[src/rtl/ift_pkg.sv]
package ift_pkg;
  typedef enum logic [1:0] {
    FLT_NONE = 2'd0,
    FLT_ACV  = 2'd1,
    FLT_MISS = 2'd2,
    FLT_MCHK = 2'd3
  } ift_fault_e;

  typedef enum logic [2:0] {
    PATH_PRIV  = 3'd0,
    PATH_PHYS  = 3'd1,
    PATH_BADVA = 3'd2,
    PATH_SPAGE = 3'd3,
    PATH_TB    = 3'd4
  } ift_path_e;

  localparam logic [1:0] MODE_KERNEL = 2'd0;
endpackage

[src/rtl/ift_route.sv]
module ift_route
  import ift_pkg::*;
#(
  parameter int VA_W      = 64,
  parameter int VA_IMPL_W = 43
) (
  input  logic [VA_W-1:0] vaddr_i,
  input  logic            phys_mode_i,
  input  logic [1:0]      sp_en_i,
  output ift_path_e       path_o
);
  localparam int EXT_W = VA_W - VA_IMPL_W + 1;

  logic [EXT_W-1:0] ext;
  logic             va_ok;
  logic             in_spage;

  assign ext      = vaddr_i[VA_W-1:VA_IMPL_W-1];
  assign va_ok    = (&ext) | ~(|ext);
  assign in_spage = sp_en_i[1] && (vaddr_i[VA_IMPL_W-1:VA_IMPL_W-2] == 2'b10);

  always_comb begin
    if (vaddr_i[0])       path_o = PATH_PRIV;
    else if (phys_mode_i) path_o = PATH_PHYS;
    else if (!va_ok)      path_o = PATH_BADVA;
    else if (in_spage)    path_o = PATH_SPAGE;
    else                  path_o = PATH_TB;
  end
endmodule

[src/rtl/ift_form.sv]
module ift_form
  import ift_pkg::*;
#(
  parameter int VA_W      = 64,
  parameter int PA_IMPL_W = 44,
  parameter int OFS_W     = 13,
  parameter int SP_CUT    = 40,
  parameter int UC_LO     = 39,
  parameter int UC_HI     = 40,
  localparam int PFN_W    = PA_IMPL_W - OFS_W
) (
  input  ift_path_e        path_i,
  input  logic [VA_W-1:0]  vaddr_i,
  input  logic [1:0]       mode_i,
  input  logic             tb_hit_i,
  input  logic [PFN_W-1:0] tb_pfn_i,
  input  logic [3:0]       tb_rd_en_i,
  output logic [VA_W-1:0]  pa_o,
  output ift_fault_e       fault_o,
  output logic             uncached_o,
  output logic             inc_hit_o,
  output logic             inc_miss_o,
  output logic             inc_acv_o
);
  localparam int HI_W = VA_W - PA_IMPL_W;

  logic [VA_W-1:0] pa_sp;
  logic            chk;

  // superpage result with I/O window extension
  always_comb begin
    pa_sp = {{HI_W{1'b0}}, vaddr_i[PA_IMPL_W-1:0]};
    if (pa_sp[UC_LO] || pa_sp[UC_HI]) pa_sp[PA_IMPL_W-1:SP_CUT] = '1;
    else                               pa_sp[VA_W-1:SP_CUT]      = '0;
  end

  always_comb begin
    pa_o       = '0;
    fault_o    = FLT_NONE;
    uncached_o = 1'b0;
    inc_hit_o  = 1'b0;
    inc_miss_o = 1'b0;
    inc_acv_o  = 1'b0;
    chk        = 1'b0;
    unique case (path_i)
      PATH_PRIV: begin
        pa_o      = {{HI_W{1'b0}}, vaddr_i[PA_IMPL_W-1:2], 2'b00};
        inc_hit_o = 1'b1;
      end
      PATH_PHYS: begin
        pa_o = vaddr_i;
        chk  = 1'b1;
      end
      PATH_SPAGE: begin
        if (mode_i != MODE_KERNEL) begin
          fault_o   = FLT_ACV;
          inc_acv_o = 1'b1;
        end else begin
          pa_o = pa_sp;
          chk  = 1'b1;
        end
      end
      PATH_TB: begin
        if (!tb_hit_i) begin
          fault_o    = FLT_MISS;
          inc_miss_o = 1'b1;
        end else if (!tb_rd_en_i[mode_i]) begin
          fault_o   = FLT_ACV;
          inc_acv_o = 1'b1;
        end else begin
          pa_o      = {{HI_W{1'b0}}, tb_pfn_i, vaddr_i[OFS_W-1:2], 2'b00};
          inc_hit_o = 1'b1;
          chk       = 1'b1;
        end
      end
      default: begin
        fault_o   = FLT_ACV;
        inc_acv_o = 1'b1;
      end
    endcase
    if (chk) begin
      if (|pa_o[VA_W-1:PA_IMPL_W]) fault_o    = FLT_MCHK;
      else                          uncached_o = pa_o[UC_LO] | pa_o[UC_HI];
    end
  end
endmodule

[src/rtl/ift_state.sv]
module ift_state
  import ift_pkg::*;
#(
  parameter int VA_W  = 64,
  parameter int VPN_W = 30,
  parameter int CNT_W = 32
) (
  input  logic             clk_i,
  input  logic             rst_ni,
  input  logic             req_valid_i,
  input  logic [VA_W-1:0]  vaddr_i,
  input  logic [VA_W-1:0]  ptbr_i,
  input  logic [VPN_W-1:0] vpn_i,
  input  logic [VA_W-1:0]  pa_i,
  input  ift_fault_e       fault_i,
  input  logic             uncached_i,
  input  logic [2:0]       inc_i,
  output logic             rsp_valid_o,
  output logic [VA_W-1:0]  paddr_o,
  output ift_fault_e       fault_o,
  output logic             uncached_o,
  output logic [VA_W-1:0]  fault_tag_o,
  output logic [VA_W-1:0]  fault_form_o,
  output logic [CNT_W-1:0] cnt_o [3]
);
  logic load_flt;
  assign load_flt = req_valid_i && (fault_i == FLT_ACV || fault_i == FLT_MISS);

  always_ff @(posedge clk_i or negedge rst_ni) begin
    if (!rst_ni) begin
      rsp_valid_o <= 1'b0;
      paddr_o     <= '0;
      fault_o     <= FLT_NONE;
      uncached_o  <= 1'b0;
    end else begin
      rsp_valid_o <= req_valid_i;
      if (req_valid_i) begin
        paddr_o    <= pa_i;
        fault_o    <= fault_i;
        uncached_o <= uncached_i;
      end
    end
  end

  always_ff @(posedge clk_i or negedge rst_ni) begin
    if (!rst_ni) begin
      fault_tag_o  <= '0;
      fault_form_o <= '0;
    end else if (load_flt) begin
      fault_tag_o  <= vaddr_i;
      fault_form_o <= ptbr_i | ({{(VA_W-VPN_W){1'b0}}, vpn_i} << 3);
    end
  end

  for (genvar k = 0; k < 3; k++) begin : g_cnt
    always_ff @(posedge clk_i or negedge rst_ni) begin
      if (!rst_ni)                    cnt_o[k] <= '0;
      else if (req_valid_i && inc_i[k]) cnt_o[k] <= cnt_o[k] + 1'b1;
    end
  end
endmodule

[src/rtl/ift_xlate.sv]
module ift_xlate
  import ift_pkg::*;
#(
  parameter int VA_W      = 64,
  parameter int VA_IMPL_W = 43,
  parameter int PA_IMPL_W = 44,
  parameter int OFS_W     = 13,
  parameter int ASN_W     = 8,
  parameter int CNT_W     = 32,
  localparam int VPN_W    = VA_IMPL_W - OFS_W,
  localparam int PFN_W    = PA_IMPL_W - OFS_W
) (
  input  logic             clk_i,
  input  logic             rst_ni,
  input  logic             req_valid_i,
  input  logic [VA_W-1:0]  vaddr_i,
  input  logic             phys_mode_i,
  input  logic [1:0]       mode_i,
  input  logic [1:0]       sp_en_i,
  input  logic [ASN_W-1:0] asn_i,
  input  logic [VA_W-1:0]  ptbr_i,
  output logic [VPN_W-1:0] tb_vpn_o,
  output logic [ASN_W-1:0] tb_asn_o,
  input  logic             tb_hit_i,
  input  logic [PFN_W-1:0] tb_pfn_i,
  input  logic [3:0]       tb_rd_en_i,
  output logic             rsp_valid_o,
  output logic [VA_W-1:0]  paddr_o,
  output logic [1:0]       fault_o,
  output logic             uncached_o,
  output logic [VA_W-1:0]  fault_tag_o,
  output logic [VA_W-1:0]  fault_form_o,
  output logic [CNT_W-1:0] hit_cnt_o,
  output logic [CNT_W-1:0] miss_cnt_o,
  output logic [CNT_W-1:0] acv_cnt_o
);
  ift_path_e       path;
  logic [VA_W-1:0] pa;
  ift_fault_e      flt_c, flt_q;
  logic            uc_c;
  logic [2:0]      inc;
  logic [CNT_W-1:0] cnt [3];

  assign tb_vpn_o = vaddr_i[VA_IMPL_W-1:OFS_W];
  assign tb_asn_o = asn_i;

  ift_route #(.VA_W(VA_W), .VA_IMPL_W(VA_IMPL_W)) u_route (
    .vaddr_i     (vaddr_i),
    .phys_mode_i (phys_mode_i),
    .sp_en_i     (sp_en_i),
    .path_o      (path)
  );

  ift_form #(.VA_W(VA_W), .PA_IMPL_W(PA_IMPL_W), .OFS_W(OFS_W)) u_form (
    .path_i     (path),
    .vaddr_i    (vaddr_i),
    .mode_i     (mode_i),
    .tb_hit_i   (tb_hit_i),
    .tb_pfn_i   (tb_pfn_i),
    .tb_rd_en_i (tb_rd_en_i),
    .pa_o       (pa),
    .fault_o    (flt_c),
    .uncached_o (uc_c),
    .inc_hit_o  (inc[0]),
    .inc_miss_o (inc[1]),
    .inc_acv_o  (inc[2])
  );

  ift_state #(.VA_W(VA_W), .VPN_W(VPN_W), .CNT_W(CNT_W)) u_state (
    .clk_i        (clk_i),
    .rst_ni       (rst_ni),
    .req_valid_i  (req_valid_i),
    .vaddr_i      (vaddr_i),
    .ptbr_i       (ptbr_i),
    .vpn_i        (tb_vpn_o),
    .pa_i         (pa),
    .fault_i      (flt_c),
    .uncached_i   (uc_c),
    .inc_i        (inc),
    .rsp_valid_o  (rsp_valid_o),
    .paddr_o      (paddr_o),
    .fault_o      (flt_q),
    .uncached_o   (uncached_o),
    .fault_tag_o  (fault_tag_o),
    .fault_form_o (fault_form_o),
    .cnt_o        (cnt)
  );

  assign fault_o    = flt_q;
  assign hit_cnt_o  = cnt[0];
  assign miss_cnt_o = cnt[1];
  assign acv_cnt_o  = cnt[2];
endmodule

[config.mk]
export PLATFORM = sky130hd
export DESIGN_NAME = ift_xlate
export DESIGN_NICKNAME = d
export VERILOG_FILES = /design/src/rtl/ift_pkg.sv /design/src/rtl/ift_route.sv /design/src/rtl/ift_form.sv /design/src/rtl/ift_state.sv /design/src/rtl/ift_xlate.sv
export SDC_FILE = /design/constraint.sdc
export NUM_CORES = 1
export LEC_CHECK = 0
export BUFFER_PORTS_ARGS = -buffer_cell sky130_fd_sc_hd__buf_2
export CAP_MARGIN = 20
export CELL_PAD_IN_SITES_DETAIL_PLACEMENT = 1
export CELL_PAD_IN_SITES_GLOBAL_PLACEMENT = 1
export CORE_AREA = 3 3 199 201
export DETAILED_ROUTE_END_ITERATION = 7
export DIE_AREA = 0 0 202 204
export GPL_ROUTABILITY_DRIVEN = 0
export PLACE_DENSITY = 0.82
export SLEW_MARGIN = 10
export SYNTH_ARGS = -nofsm -noshare
export SYNTH_HDL_FRONTEND = slang
export SYNTH_SLANG_ARGS = --single-unit
[constraint.sdc]
create_clock -name clk_i -period 3.41 [get_ports clk_i]
set_input_delay 0.341 -clock clk_i [delete_from_list [all_inputs] [get_ports clk_i]]
set_output_delay 0.341 -clock clk_i [all_outputs]
set_load 0.005 [all_outputs]
# --- After elaboration in Yosys (flattened, before gate mapping) ---
# Cells that the tools add are included.
classes:
  magnitude_cmp: 1
  bitwise_logic: 4
  n_reduce_logical: 13
  n_eq_ne: 6
  mux: 30
  add_sub_neg: 3
ops:
  columns: ["operator", "n"]
  rows:
  - ["$pmux 64 s4", 1]
  - ["$add 32x1->32 const B", 3]
  - ["$mux 44", 2]
  - ["$mux 64", 1]
  - ["$or 64x33->64", 1]
  - ["$reduce_and 22->1", 1]
  - ["$reduce_or 22->1", 1]
  - ["$reduce_or 20->1", 1]
  - ["$mux 1", 13]
  - ["$mux 3", 4]
  - ["$mux 2", 3]
  - ["$pmux 1 s3", 2]
  - ["$pmux 2 s3", 1]
  - ["$logic_and 1x1->1", 5]
  - ["$eq 2x2->1 const B", 2]
  - ["$mux 4", 1]
  - ["$eq 3x1->1 const B", 1]
  - ["$eq 3x2->1 const B", 1]
  - ["$eq 3x3->1 const B", 1]
  - ["$logic_not 3->1", 1]
  - ["$lt 2x3->1 const B", 1]
  - ["$bmux 1 s2", 1]
  - ["$eq 2x1->1 const B", 1]
  - ["$logic_or 1x1->1", 2]
  - ["other kinds (5)", 6]
word_totals:
  ff_bits: 292
  out_inout_bits: 330

# --- Longest topological paths before layout ---
logic_depth:
  word_depth: 14
  depth_mapped: 10
  depth_no_buf: 7

# --- Hierarchy ---
# Synthesis repeated with hierarchy kept, for this count alone.
unflattened:
  cells_unflattened: 1033
  area_unflattened_um2: 12863.6
by_module_without_submodules:
  columns: ["module", "cells_per_inst", "area_each_um2", "n_inst"]
  rows:
  - ["ift_state", 856, 11611.1, 1]
  - ["ift_form", 116, 805.8, 1]
  - ["ift_xlate", 38, 285.3, 1]
  - ["ift_route", 23, 161.4, 1]

# --- Worst setup path after synthesis ---
# Ideal clock, no wire load.
synth_timing:
  path_kind: "register to register"
  start: "register u_state.cnt_o[2] (netlist bit)"
  end: "register u_state.cnt_o[31] (netlist bit)"
  n_path_buf: 1
  arrival_ps: 2331
  stages_incl_launch_ff: 9
  slack_ps: 1000
  cell_sequence: "dfrtp_1 > nand4_1 > or4_1 > buf_2 > or4_4 > nor3_4 > nand3_1 > nor4_2 > xor2_1"
synth_between:
  elab_chain_cells: 1
synth_rtl:
  columns: ["item", "line", "source"]
  rows:
  - ["from (decl)", "ift_state.sv:24", "output logic [CNT_W-1:0] cnt_o [3]"]
  - ["from (signal, indexed assignment)", "ift_state.sv:58", "else if (req_valid_i && inc_i[k]) cnt_o[k] <= cnt_o[k] + 1'b1;"]
  - ["$add 32x1->32", "ift_state.sv:58", null]
# No other way between the ends.
# A chain may end at the register's enable or synchronous reset.

# --- Final worst setup path ---
layout_timing:
  start: "register u_state.cnt_o[2] (netlist bit)"
  end: "register u_state.cnt_o[23] (netlist bit)"
# Same word-level chain as after synthesis.

==> summary.md <==
| Metric | Value |
|---|---|
| Clock tree buffer depth | 3 |
| Global Route met2 Usage | approximately two fifths |
| Clk Latency, worst-skew pair | 0.52 ns |
| Post-CTS resize count | 0 |
| EDFF count, synth | 0 |
| Core area | about 0.038 sq mm |
| Port Buf Inserts | 492 |
| Total negative slack | 0 ns |
| TritonCTS clock tree | done |
| Initial Util | 33.0% |
| Most used routing layer in global routing | met2 |
| Setup slack at placement | ~0.24 ns |
| CTS Sinks | approximately 290 |
| Avg Synthesized Cell Area | ~12 sq um |
| Relative slew slack | between 40% and 50% |
| Cell Pwr Density | around 570 mW/mm^2 |
| Post-synth cell types | between 40 and 50 |
| GR Layer Usage met1 | around a quarter |
| Pins Over Slew Limit | 0 |
| Post-DP HPWL | 33.7 mm |
| RSZ-0062 raised after global routing | no |
| Min cycle time layout | around 2.8 ns |
| Row count | between 70 and 80 |
| Vias in the first global route | around 12,000 |
| GRT met3 Usage | about 7.2% |
| DRT antenna net count | 0 |
| Post-synth top area share | just under 60% |
| Tcrit/Tclk final | 82.4% |
| Worst R2R Setup Slack | 0.60 ns |
| Synth top area cells | dfrtp_1, mux2_2, xnor2_1, o2bb2ai_1, xor2_1 |
| Die Width | just over 200 microns |
| Die height | ~200 microns |
| Cell Area, Synth | around 0.012 sq mm |
| Total track usage | about 22% |
| Max Clk Rate | 356 MHz |
| DRC errors left | 0 |
| Final setup vio count | 0 |
| CTS Buf Count | 35 |
| CTS Root Cell | clkbuf_16 |
| First-pass GRT wire length | between 70 and 80 mm |
| Leakage power | roughly 8.2 nW |
| # IOs | 510 |
| Slew @ Worst Pin | between 0.8 and 0.9 ns |
| Cell taking the most area after synthesis | dfrtp_1 |
| Crit path kind | register to register |
| Syn_nets | roughly 1,200 |
| HP Class | input port to register |
| Die Area | 0.0412 sq mm |
| Syn Inst Count | ~1,000 |
| Iter 0 DRT Violations | between 400 and 500 |
| Routed WL | approximately 46 mm |
| Layout cell share with drive strength beyond 1 | 44.5% |
| Yosys Warn Count | 0 |
| Clock Skew | between 0.008 and 0.009 ns |
| Largest net degree at the start of global routing | just under 100 |
| Max rail drop VDD | approximately 0.44 mV |
| Async set-reset flop share out of synthesis | 100% |
| Syn-to-layout area delta | 32.9% |
| NumNets Final | 1,694 |
| Status | completed |
| H-tree levels | 2 |
| CP max FO | 9 |
| Post-synthesis register bit count | between 200 and 300 |
| Setup bufs post-CTS | 0 |
| Part of the Yosys area used for sequential elements | between 50% and 60% |
| Total grt overflow | 0 |
| CTS Hold Bufs | 1 |
| Element type at the critical path start | register |
| Worst Path Required | between 3 and 4 ns |
| Main synth FF type | dfrtp_1 |
| Antenna violations before repair | 7 |
| Final hold vios | 0 |
| Final WS setup | approximately 0.60 ns |
| Via count | 10,300 |
| Arrival @ worst endpoint | 3.25 ns |
| Maxcap violations | 0 |
| Routed vias/inst | roughly 5 |
| Worst Setup End Kind | register |
| CTS clk-pin slew, worst paths | roughly 0.060 ns |
| DRT Pass-1 Iters | 4 |
| Drt wl/cell | between 20 and 25 microns |
==> layout by cell type, fill, tap and decap left out, drive strengths merged, types with 3 or more instances in the layout <==
master / synthesis / final
o21ai: 9 / 9
bufinv: 0 / 4
clkbuf: 37 / 52
inv: 18 / 18
and3: 16 / 16
nor4: 13 / 13
ha: 3 / 3
o2bb2ai: 48 / 48
buf: 46 / 510
mux2: 101 / 101
xor2: 41 / 41
a21oi: 39 / 39
dfrtp: 292 / 292
a211oi: 3 / 3
a22oi: 30 / 30
xnor2: 52 / 52
clkinv: 0 / 7
nand2: 68 / 68
nor2: 93 / 93
or2: 3 / 3
nand3: 43 / 43
and4: 8 / 8
or4: 3 / 3
a22o: 11 / 11
and2: 4 / 4
nand4: 19 / 19
o221ai: 3 / 3
nor3: 27 / 27
==> critical path, stage by stage (launching register included) <==
cell and delay (ns):
dfrtp_1 0.44, nand4_1 0.20, or4_1 0.71, nor4_1 0.56, nand4_1 0.40, nor2_1 0.22, xor2_1 0.19
==> sequential cells by signal (all words and copies together), names as in the netlist <==
register              count
u_state.cnt_o            96
u_state.fault_form_o     64
u_state.fault_o           2
u_state.fault_tag_o      64
u_state.paddr_o          64
u_state.rsp_valid_o       1
u_state.uncached_o        1
==> per-layer routing <==
layer	vias to the layer above	share of wire (%)
li1	4584	-
met1	5232	38
met4	8	2.3
met2	379	52
met5	-	0.14
met3	80	7.8
==> kinds of logic after synthesis <==
kind of cell	Yosys count	share of synthesized area (%)
AND/OR/NAND/NOR	304	12.0
flip-flops	292	58.7
AO/OA/AOI/OAI	152	9.03
buffers and inverters	101	4.25
multiplexers	101	9.14
XOR/XNOR	93	6.55
adder cells (fa/ha/maj)	3	0.302
==> Yosys cell counts (3+ instances only) <==
cell type and instances:
dfrtp_1 292, mux2_2 101, nor2_1 93, nand2_1 67, xnor2_1 52, o2bb2ai_1 48, nand3_1 42, xor2_1 41
a21oi_1 39, buf_4 38, clkbuf_1 37, a22oi_1 30, nor3_1 25, nand4_1 19, inv_1 18, and3_1 16
a22o_1 11, nor4_1 10, and4_1 8, o21ai_0 7, buf_2 6, and2_1 4, ha_1 3, nor4_2 3
o221ai_1 3, or2_2 3
==> path summary, 6_finish.rpt <==
path                                                from                                    to  cells past startpoint
max                         u_state.cnt_o[2]$_DFFE_PN0P_         u_state.cnt_o[23]$_DFFE_PN0P_                      6
min                                           ptbr_i[39]  u_state.fault_form_o[39]$_DFFE_PN0P_                      2
max reg2reg                 u_state.cnt_o[2]$_DFFE_PN0P_         u_state.cnt_o[23]$_DFFE_PN0P_                      6
min reg2reg                u_state.cnt_o[31]$_DFFE_PN0P_         u_state.cnt_o[31]$_DFFE_PN0P_                      1
max in group asynchronous                         rst_ni       u_state.paddr_o[46]$_DFFE_PN0P_                      3
min in group asynchronous                         rst_ni         u_state.cnt_o[83]$_DFFE_PN0P_                      2
==> power breakdown <==
group,internal (mW),switching (mW)
registers,3.87,0.276
clock network,2.42,1.48
logic,0.677,0.745
total,6.96,2.50
==> final cells by class <==
cell class                 count  area [sq um]
sequential                   292          7310
multi-input combinational    653          4630
tap                          511           639
antenna                        2          5.00
clock inverter                11           159
clock buffer                  52          1040
timing repair buffer         511          2680
fill                        4241         21200
inverter                      18          67.6
==> stage by stage <==
step	area [sq um]	power, mW	cells	util [%]	hold slack [ns]
global placement	15300	5.55	1984	40.6	0.445
CTS	16500	9.60	2048	43.8	0.00588
detailed placement	15300	5.63	1984	40.6	0.457
global route	16500	9.92	2050	43.8	0.0181
finish	16500	9.47	2050	43.8	0.0496
floorplan	12400	4.74	1046	-	0.0454
Note: power is estimated with default switching activity, not from simulation.
